**config.mk**
```make
export PLATFORM = sky130hd
export DESIGN_NAME = fcmp_flags_unit
export DESIGN_NICKNAME = d
export VERILOG_FILES = /design/src/rtl/fcmp_pkg.sv /design/src/rtl/fcmp_nan_detect.sv /design/src/rtl/fcmp_order.sv /design/src/rtl/fcmp_out_stage.sv /design/src/rtl/fcmp_flags_unit.sv
export SDC_FILE = /design/constraint.sdc
export NUM_CORES = 1
export LEC_CHECK = 0
export ABC_AREA = 0
export CAP_MARGIN = 20
export CORE_UTILIZATION = 41
export CTS_CLUSTER_DIAMETER = 40
export CTS_CLUSTER_SIZE = 24
export DETAILED_ROUTE_END_ITERATION = 12
export PLACE_DENSITY_LB_ADDON = 0.25
export SETUP_SLACK_MARGIN = 0.05
export SLEW_MARGIN = 20
export SYNTH_ARGS = -nofsm -noshare
export SYNTH_HDL_FRONTEND = slang
export SYNTH_SLANG_ARGS = --single-unit
```
**constraint.sdc**
```tcl
create_clock -name clk -period 1.45 [get_ports clk]
set_clock_uncertainty 0.2 [all_clocks]
set_input_delay 0.29 -clock clk [delete_from_list [all_inputs] [get_ports clk]]
set_output_delay 0.29 -clock clk [all_outputs]
set_load 0.03 [all_outputs]
```
**src/rtl/fcmp_pkg.sv**
```systemverilog
package fcmp_pkg;
  localparam int EXP_W  = 8;
  localparam int FRAC_W = 23;
  localparam int WORD_W = 1 + EXP_W + FRAC_W;
  localparam int CODE_W = 4;
  localparam int RES_W  = CODE_W + 1;

  // position of the signal-on-quiet and zero-substitute bits in the op code
  localparam int OP_SIG_BIT  = 0;
  localparam int OP_ZERO_BIT = 1;

  typedef logic [WORD_W-1:0] word_t;

  typedef struct packed {
    logic [CODE_W-1:0] nzcv;
    logic              invalid;
  } cmp_res_t;

  localparam logic [CODE_W-1:0] CODE_EQ  = 4'b0110;
  localparam logic [CODE_W-1:0] CODE_LT  = 4'b1000;
  localparam logic [CODE_W-1:0] CODE_GT  = 4'b0010;
  localparam logic [CODE_W-1:0] CODE_UNO = 4'b0011;
endpackage

```
**src/rtl/fcmp_nan_detect.sv**
```systemverilog
module fcmp_nan_detect
  import fcmp_pkg::*;
#(
  parameter int EW = EXP_W,
  parameter int FW = FRAC_W
) (
  input  logic [EW+FW:0] word,
  input  logic           sig_on_quiet,
  output logic           is_nan,
  output logic           raises_inv
);
  localparam logic [EW-1:0] EXP_ALL1 = '1;

  logic [EW-1:0] expf;
  logic [FW-1:0] frac;

  assign expf = word[EW+FW-1:FW];
  assign frac = word[FW-1:0];

  always_comb begin
    is_nan     = (expf == EXP_ALL1) && (frac != '0);
    raises_inv = is_nan && (sig_on_quiet || !frac[FW-1]);
  end
endmodule

```
**src/rtl/fcmp_order.sv**
```systemverilog
module fcmp_order
  import fcmp_pkg::*;
#(
  parameter int W = WORD_W
) (
  input  logic [W-1:0] lhs,
  input  logic [W-1:0] rhs,
  output logic         is_eq,
  output logic         is_lt,
  output logic         is_gt
);
  logic [W-2:0] mag_or;
  logic         sl, sr;
  logic         raw_lt;

  assign mag_or = lhs[W-2:0] | rhs[W-2:0];
  assign sl     = lhs[W-1];
  assign sr     = rhs[W-1];
  assign raw_lt = lhs < rhs;

  always_comb begin
    is_eq = 1'b0;
    is_lt = 1'b0;
    is_gt = 1'b0;
    if (lhs == rhs || mag_or == '0) begin
      is_eq = 1'b1;
    end else if (sl != sr) begin
      is_lt = sl;
      is_gt = !sl;
    end else begin
      // same sign: raw integer order, flipped for negatives
      is_lt = raw_lt ^ sl;
      is_gt = !(raw_lt ^ sl);
    end
  end
endmodule

```
**src/rtl/fcmp_out_stage.sv**
```systemverilog
module fcmp_out_stage #(
  parameter int PW = 5
) (
  input  logic          clk,
  input  logic          rst_n,
  input  logic          up_valid,
  output logic          up_ready,
  input  logic [PW-1:0] up_data,
  output logic          dn_valid,
  input  logic          dn_ready,
  output logic [PW-1:0] dn_data
);
  assign up_ready = !dn_valid || dn_ready;

  always_ff @(posedge clk or negedge rst_n) begin
    if (!rst_n) begin
      dn_valid <= 1'b0;
      dn_data  <= '0;
    end else if (up_ready) begin
      dn_valid <= up_valid;
      if (up_valid) dn_data <= up_data;
    end
  end


  stall_hold_chk: assert property (@(posedge clk) disable iff (!rst_n)
    dn_valid && !dn_ready |=> dn_valid && $stable(dn_data));


  accept_chk: assert property (@(posedge clk) disable iff (!rst_n)
    up_valid && up_ready |=> dn_valid);


  reset_chk: assert property (@(posedge clk)
    !rst_n |=> !dn_valid);
endmodule

```
**src/rtl/fcmp_flags_unit.sv**
```systemverilog
module fcmp_flags_unit
  import fcmp_pkg::*;
(
  input  logic              clk,
  input  logic              rst_n,
  input  logic              in_valid,
  output logic              in_ready,
  input  logic [1:0]        in_op,
  input  logic [WORD_W-1:0] in_d,
  input  logic [WORD_W-1:0] in_m,
  output logic              out_valid,
  input  logic              out_ready,
  output logic [CODE_W-1:0] out_nzcv,
  output logic              out_invalid
);
  localparam int NOPS = 2;

  word_t    opnd [NOPS];
  logic     nan_v [NOPS];
  logic     inv_v [NOPS];
  logic     eq, lt, gt;
  logic     any_nan, any_inv;
  cmp_res_t res_next, res_q;

  assign opnd[0] = in_d;
  assign opnd[1] = in_op[OP_ZERO_BIT] ? '0 : in_m;

  for (genvar i = 0; i < NOPS; i++) begin : g_nan
    fcmp_nan_detect #(.EW(EXP_W), .FW(FRAC_W)) u_det (
      .word        (opnd[i]),
      .sig_on_quiet(in_op[OP_SIG_BIT]),
      .is_nan      (nan_v[i]),
      .raises_inv  (inv_v[i])
    );
  end

  fcmp_order #(.W(WORD_W)) u_ord (
    .lhs  (opnd[0]),
    .rhs  (opnd[1]),
    .is_eq(eq),
    .is_lt(lt),
    .is_gt(gt)
  );

  always_comb begin
    any_nan = nan_v[0] || nan_v[1];
    any_inv = inv_v[0] || inv_v[1];
    res_next.invalid = any_inv;
    if (any_nan)   res_next.nzcv = CODE_UNO;
    else if (eq)   res_next.nzcv = CODE_EQ;
    else if (lt)   res_next.nzcv = CODE_LT;
    else if (gt)   res_next.nzcv = CODE_GT;
    else           res_next.nzcv = CODE_UNO;
  end

  fcmp_out_stage #(.PW(RES_W)) u_stage (
    .clk     (clk),
    .rst_n   (rst_n),
    .up_valid(in_valid),
    .up_ready(in_ready),
    .up_data (res_next),
    .dn_valid(out_valid),
    .dn_ready(out_ready),
    .dn_data (res_q)
  );

  assign out_nzcv    = res_q.nzcv;
  assign out_invalid = res_q.invalid;


  code_legal_chk: assert property (@(posedge clk) disable iff (!rst_n)
    out_valid |-> (out_nzcv == CODE_EQ || out_nzcv == CODE_LT ||
                   out_nzcv == CODE_GT || out_nzcv == CODE_UNO));


  inv_unord_chk: assert property (@(posedge clk) disable iff (!rst_n)
    out_valid && out_invalid |-> out_nzcv == CODE_UNO);


  nan_d_chk: assert property (@(posedge clk) disable iff (!rst_n)
    in_valid && in_ready && (in_d[WORD_W-2:FRAC_W] == '1) &&
    (in_d[FRAC_W-1:0] != '0) |=> out_valid && out_nzcv == CODE_UNO);


  zero_m_chk: assert property (@(posedge clk) disable iff (!rst_n)
    in_valid && in_ready && in_op[OP_ZERO_BIT] && (in_d[WORD_W-2:0] == '0)
    |=> out_nzcv == CODE_EQ && !out_invalid);
endmodule

```
==> results.ini, run 1 <==
[status]
outcome=did not finish
lastStage=global routing (5_1_grt)
error=[ERROR GRT-0232] Routing congestion too high. Check the congestion heatmap in the GUI.

[logic_synthesis]
yosysTopAreaCell=ha_1
synth_area_leaders=ha_1, nand2b_1, inv_1, dfrtp_1, nor4_1
synth-seq-cells=6
synth_seq_area_share_pct=7.60
yosysTopAreaCellShare_pct=39.9
ys.flop_type=dfrtp_1
synth_cells=247
netlist_area_mm2=0.00197
synth-async-reset-ratio_pct=100
syn_nets=380
syn_avg_cell_area_um2=7.99
synth_cell_types=33
yosysWarnings=0
synth_edf_count=0

[floorplan]
fp.dieW_um=71.4
start_util_pct=43.8
die_y_um=71.4
fp-row-count=24
io_pins=77

[global_routing]
grt_usage_pct=92.7
grt_max_degree=24
grt.overflow.total=395

[placement]
post-dp-hpwl_um=5740
place_congestion=0.982
port_buffers=76

[cts]
clockRootBuffer=clkbuf_8
htreeDepth=1
clock_sinks=6
postCtsHoldBufs=0
clockBufferDepth=2
cts_buffers=3

[sta]
worst-ep-kind=register data pin
grt-worst-endpoint=u_stage.dn_data[2]$_DFFE_PN0P_/D

## cell usage after synthesis, types with 2 or more instances
| cell | instances |
|---|---|
| ha_1 | 63 |
| inv_1 | 43 |
| nand2b_1 | 35 |
| a21oi_1 | 14 |
| nor4_1 | 14 |
| nand4_1 | 12 |
| nand2_1 | 7 |
| nor2_1 | 7 |
| dfrtp_1 | 6 |
| nor3_1 | 6 |
| nand3_1 | 5 |
| o21ai_0 | 4 |
| clkbuf_1 | 3 |
| nor2b_1 | 3 |
| nor4_4 | 3 |
| o21ai_1 | 3 |
| o21bai_1 | 2 |
| o31ai_1 | 2 |
## layer usage
layer | global-route usage (%) | GRT overflow
met4 | 113 | 124
met5 | 4.04 | 0
met2 | 123 | 268
met3 | 62.0 | 1
met1 | 86.5 | 2
## metrics by stage
step           instance area [um^2]  TNS [ns]  setup slack [ns]  std cells
2_1_floorplan                  2090     -2.76             -1.12        247
3_3_place_gp                   3440     -6.92             -1.80        446
3_5_place_dp                   3440     -7.21             -1.88        446
4_1_cts                        4290     -3.13             -1.01        477
## logic make-up after synthesis
logic type,Yosys count,share of synthesized area (%)
AND/OR/NAND/NOR,99,33.3
adder cells (fa/ha/maj),63,39.9
buffers and inverters,46,8.74
AO/OA/AOI/OAI,33,10.4
flip-flops,6,7.60
## timing repair
action / CTS
gates resized for setup: 248
pin swaps: 54
setup buffers: 30
endpoints found under the setup margin: 6
hold endpoints to repair: 0
==> run 2: changes to the inputs <==
- CORE_UTILIZATION: 41 -> 40
- CTS_CLUSTER_DIAMETER: 40 -> unset
- CTS_CLUSTER_SIZE: 24 -> unset
- PLACE_DENSITY_LB_ADDON: 0.25 -> 0.15
- SETUP_SLACK_MARGIN: 0.05 -> unset
- clock period: 1.45 -> 1.9 ns (I/O delays scaled with it)
==> run 2 against run 1 <==
The flow now finishes, with violations (negative setup slack); area after synthesis is the same; synthesized cell count is the same.
==> results.ini, run 2 <==
[routing]
routed_wl_um=11500
viasPerCell=5.96
drt-met1-wl_um=4060
firstDrtPassIters=5
wl_per_cell_um=23.4
first_iter_violations=339
top_layer=met4
route.detailed.drc=0
wl_met2_um=5470
vias=2927
wl_met3_um=1080
antenna_left=0

[setup_path]
worst_path_max_delay_cell=o31ai_1
crit_buf_inv=3
cp_cell_sequence=buf_12 -> buf_4 -> nand2b_1 -> ha_4 -> inv_1 -> a21oi_1 -> o31ai_1 -> a211oi_1 -> o221a_1 -> and3b_1 -> o32a_1
crit_type=primary input to register
rr_endpoint=u_stage.dn_data[2]
critPathLaunchType=primary input
critPathArrivalTime_ns=2.68
ff2ff_setup_slack_ns=0.29
end_kind=register
max_stage_delay_ns=0.38
critPathMaxFanout=9
cp_top_family=compound AO/OA/AOI/OAI gates
r2r_start=u_stage.dn_valid
required_ns=1.80
rr_worst_depth=5

[logic_synthesis]
synth-seq-cells=6  ; unchanged
syn_nets=380  ; unchanged
yosysWarnings=0  ; unchanged
netlist_area_mm2=0.00197  ; unchanged
yosysTopAreaCell=ha_1
synth_cells=247  ; unchanged
synth_edf_count=0  ; unchanged
synth_area_leaders=ha_1, nand2b_1, inv_1, dfrtp_1, nor4_1
synth_commonest_cells=ha_1, inv_1, nand2b_1
synth_cell_types=33  ; unchanged
ys.flop_type=dfrtp_1
yosysTopAreaCellShare_pct=39.9  ; unchanged
syn_avg_cell_area_um2=7.99  ; unchanged
synth-async-reset-ratio_pct=100  ; unchanged
yosysMostFrequentCell=ha_1
synth_seq_area_share_pct=7.60  ; unchanged

[cts]
clk_pin_slew_worst_paths_ns=0.04
clockBufferDepth=2  ; unchanged
htreeDepth=1  ; unchanged
clock_latency_ns=0.22
cts_buffers=3  ; unchanged
postCtsHoldBufs=0  ; unchanged
clockRootBuffer=clkbuf_8
cts_tree=yes
clock_sinks=6  ; unchanged

[final_layout]
layout.cells.most_common_list=buf_4, ha_1, inv_1, dlygate4sd2_1, ha_4
finalNonFillerCells=491
area_delta_synth_final_pct=122
final_nets=559
antennaDiodeCount=0
top_regs=u_stage.dn_data: 5 flops, u_stage.dn_valid: 1 flops
final_layout_size_suffix_gt1_share_pct=48.1
regMostFlops=u_stage.dn_data
final_common_cell=buf_4
fin_util_pct=93.0
largest_reg_flops=5

[placement]
port_buffers=76  ; unchanged
post-dp-hpwl_um=5720  ; -0.25%
place_inst=467  ; +4.7%
dp_slack_ns=-1.46  ; +0.424 ns
place_congestion=0.866  ; -12%

[sta]
finalCriticalPeriod_ns=2.77
rsz0062_at_grt=yes
drv_slew=0
tightest_slew_ns=0.606
period_share_pct=146
setup_ws_ns=-0.873
final-hold-violation-count=0
setup_violations=5
max_freq_ghz=0.361
max_slew_margin_pct=59.3

[floorplan]
io_pins=77  ; unchanged
die_area_mm2=0.00522
fp.dieW_um=72.3  ; +1.2%
core_mm2=0.00472
fp-row-count=25  ; +4.2%
die_y_um=72.3  ; +1.2%
start_util_pct=41.8  ; -2.0 points

[global_routing]
antenna_found_initial=0
grt_pass1_vias=2852
grt.overflow.total=0
grt_pass1_wl_um=14300
grt_max_degree=11
grt_usage_pct=36.0

[status]
violations=negative setup slack
outcome=complete, but fails checks

[power_and_ir_drop]
p_per_area_mw_per_mm2=301
vdd_drop_max_v=0.000291
p_leak_uw=0.00212

[min_path]
min_path_type=primary input to asynchronous set/reset pin

[flow_run]
maxCapViolCount=0

run 2: cell counts after synthesis:
No cell type changed its count.
run 2: where the power goes:
part	switching, uW	internal, uW
clock network	60.7	137
logic	473	502
registers	9.38	140
run 2: what timing repair did:
item | 4_1_cts | 5_1_grt
gates resized for setup | 145 | 82
pin swaps | 43 | 35
gates cloned | 2 | 0
setup buffers | 13 | 8
endpoints found under the setup margin | 5 | 5
hold endpoints to repair | 0 | 0
run 2: how the worst max path moves through the flow:
stage / to / startpoint / slack (ns) / cells past startpoint
after floorplan: u_stage.dn_data[2] / in_op[1] / -0.76 / 9
after global placement: u_stage.dn_data[2] / in_op[1] / -1.39 / 10
after detailed placement: u_stage.dn_data[2] / in_op[1] / -1.46 / 12
after global routing: u_stage.dn_data[2] / in_m[25] / -0.92 / 9
final: u_stage.dn_data[2] / in_op[1] / -0.87 / 11
after CTS: u_stage.dn_data[2] / in_op[1] / -0.78 / 10
run 2: worst reg2reg max path: cells and delay by family (launching register included):
kind / cells / cell delay (ns)
compound gates: 1 / 0.35
flops: 1 / 0.36
simple gates: 4 / 0.58
run 2: cell families after synthesis:
logic type	after synthesis	synth area share (%)
AOI/OAI and AO/OA	33	10.4
and+or+nand+nor	99	33.3
DFF	6	7.60
adders and majority gates	63	39.9
buffers and inverters	46	8.74
run 2: area by class of cell:
class | count | area (um^2)
flip-flops and latches | 6 | 150
fillers | 157 | 333
well taps | 67 | 83.8
inverters | 43 | 161
multi-input cells | 195 | 2370
repair buffers | 177 | 1580
clock buffers | 3 | 41.3
run 2: per-stage QoR:
stage	area [um^2]	hold slack, ns	total power, uW	setup TNS [ns]
after floorplan	2050	-0.116	433	-1.67
after global placement	3480	0.269	823	-4.65
after detailed placement	3480	0.270	836	-5.03
after CTS	4140	0.209	1160	-1.87
after global routing	4390	0.219	1370	-2.79
final	4390	0.195	1320	-2.57
run 2: per-layer routing:
metal	vias up	global-route usage, %
met4	0	17.0
li1	1218	-
met3	92	4.44
met5	-	0
met1	1370	41.4
met2	247	65.7
No activity file was read; power rests on OpenSTA's default activity.
==> run 3: changes to the inputs <==
- GPL_TIMING_DRIVEN: unset -> 1
==> results of run 3 <==
The final DEF is identical to that of run 2; final timing and power are the same.
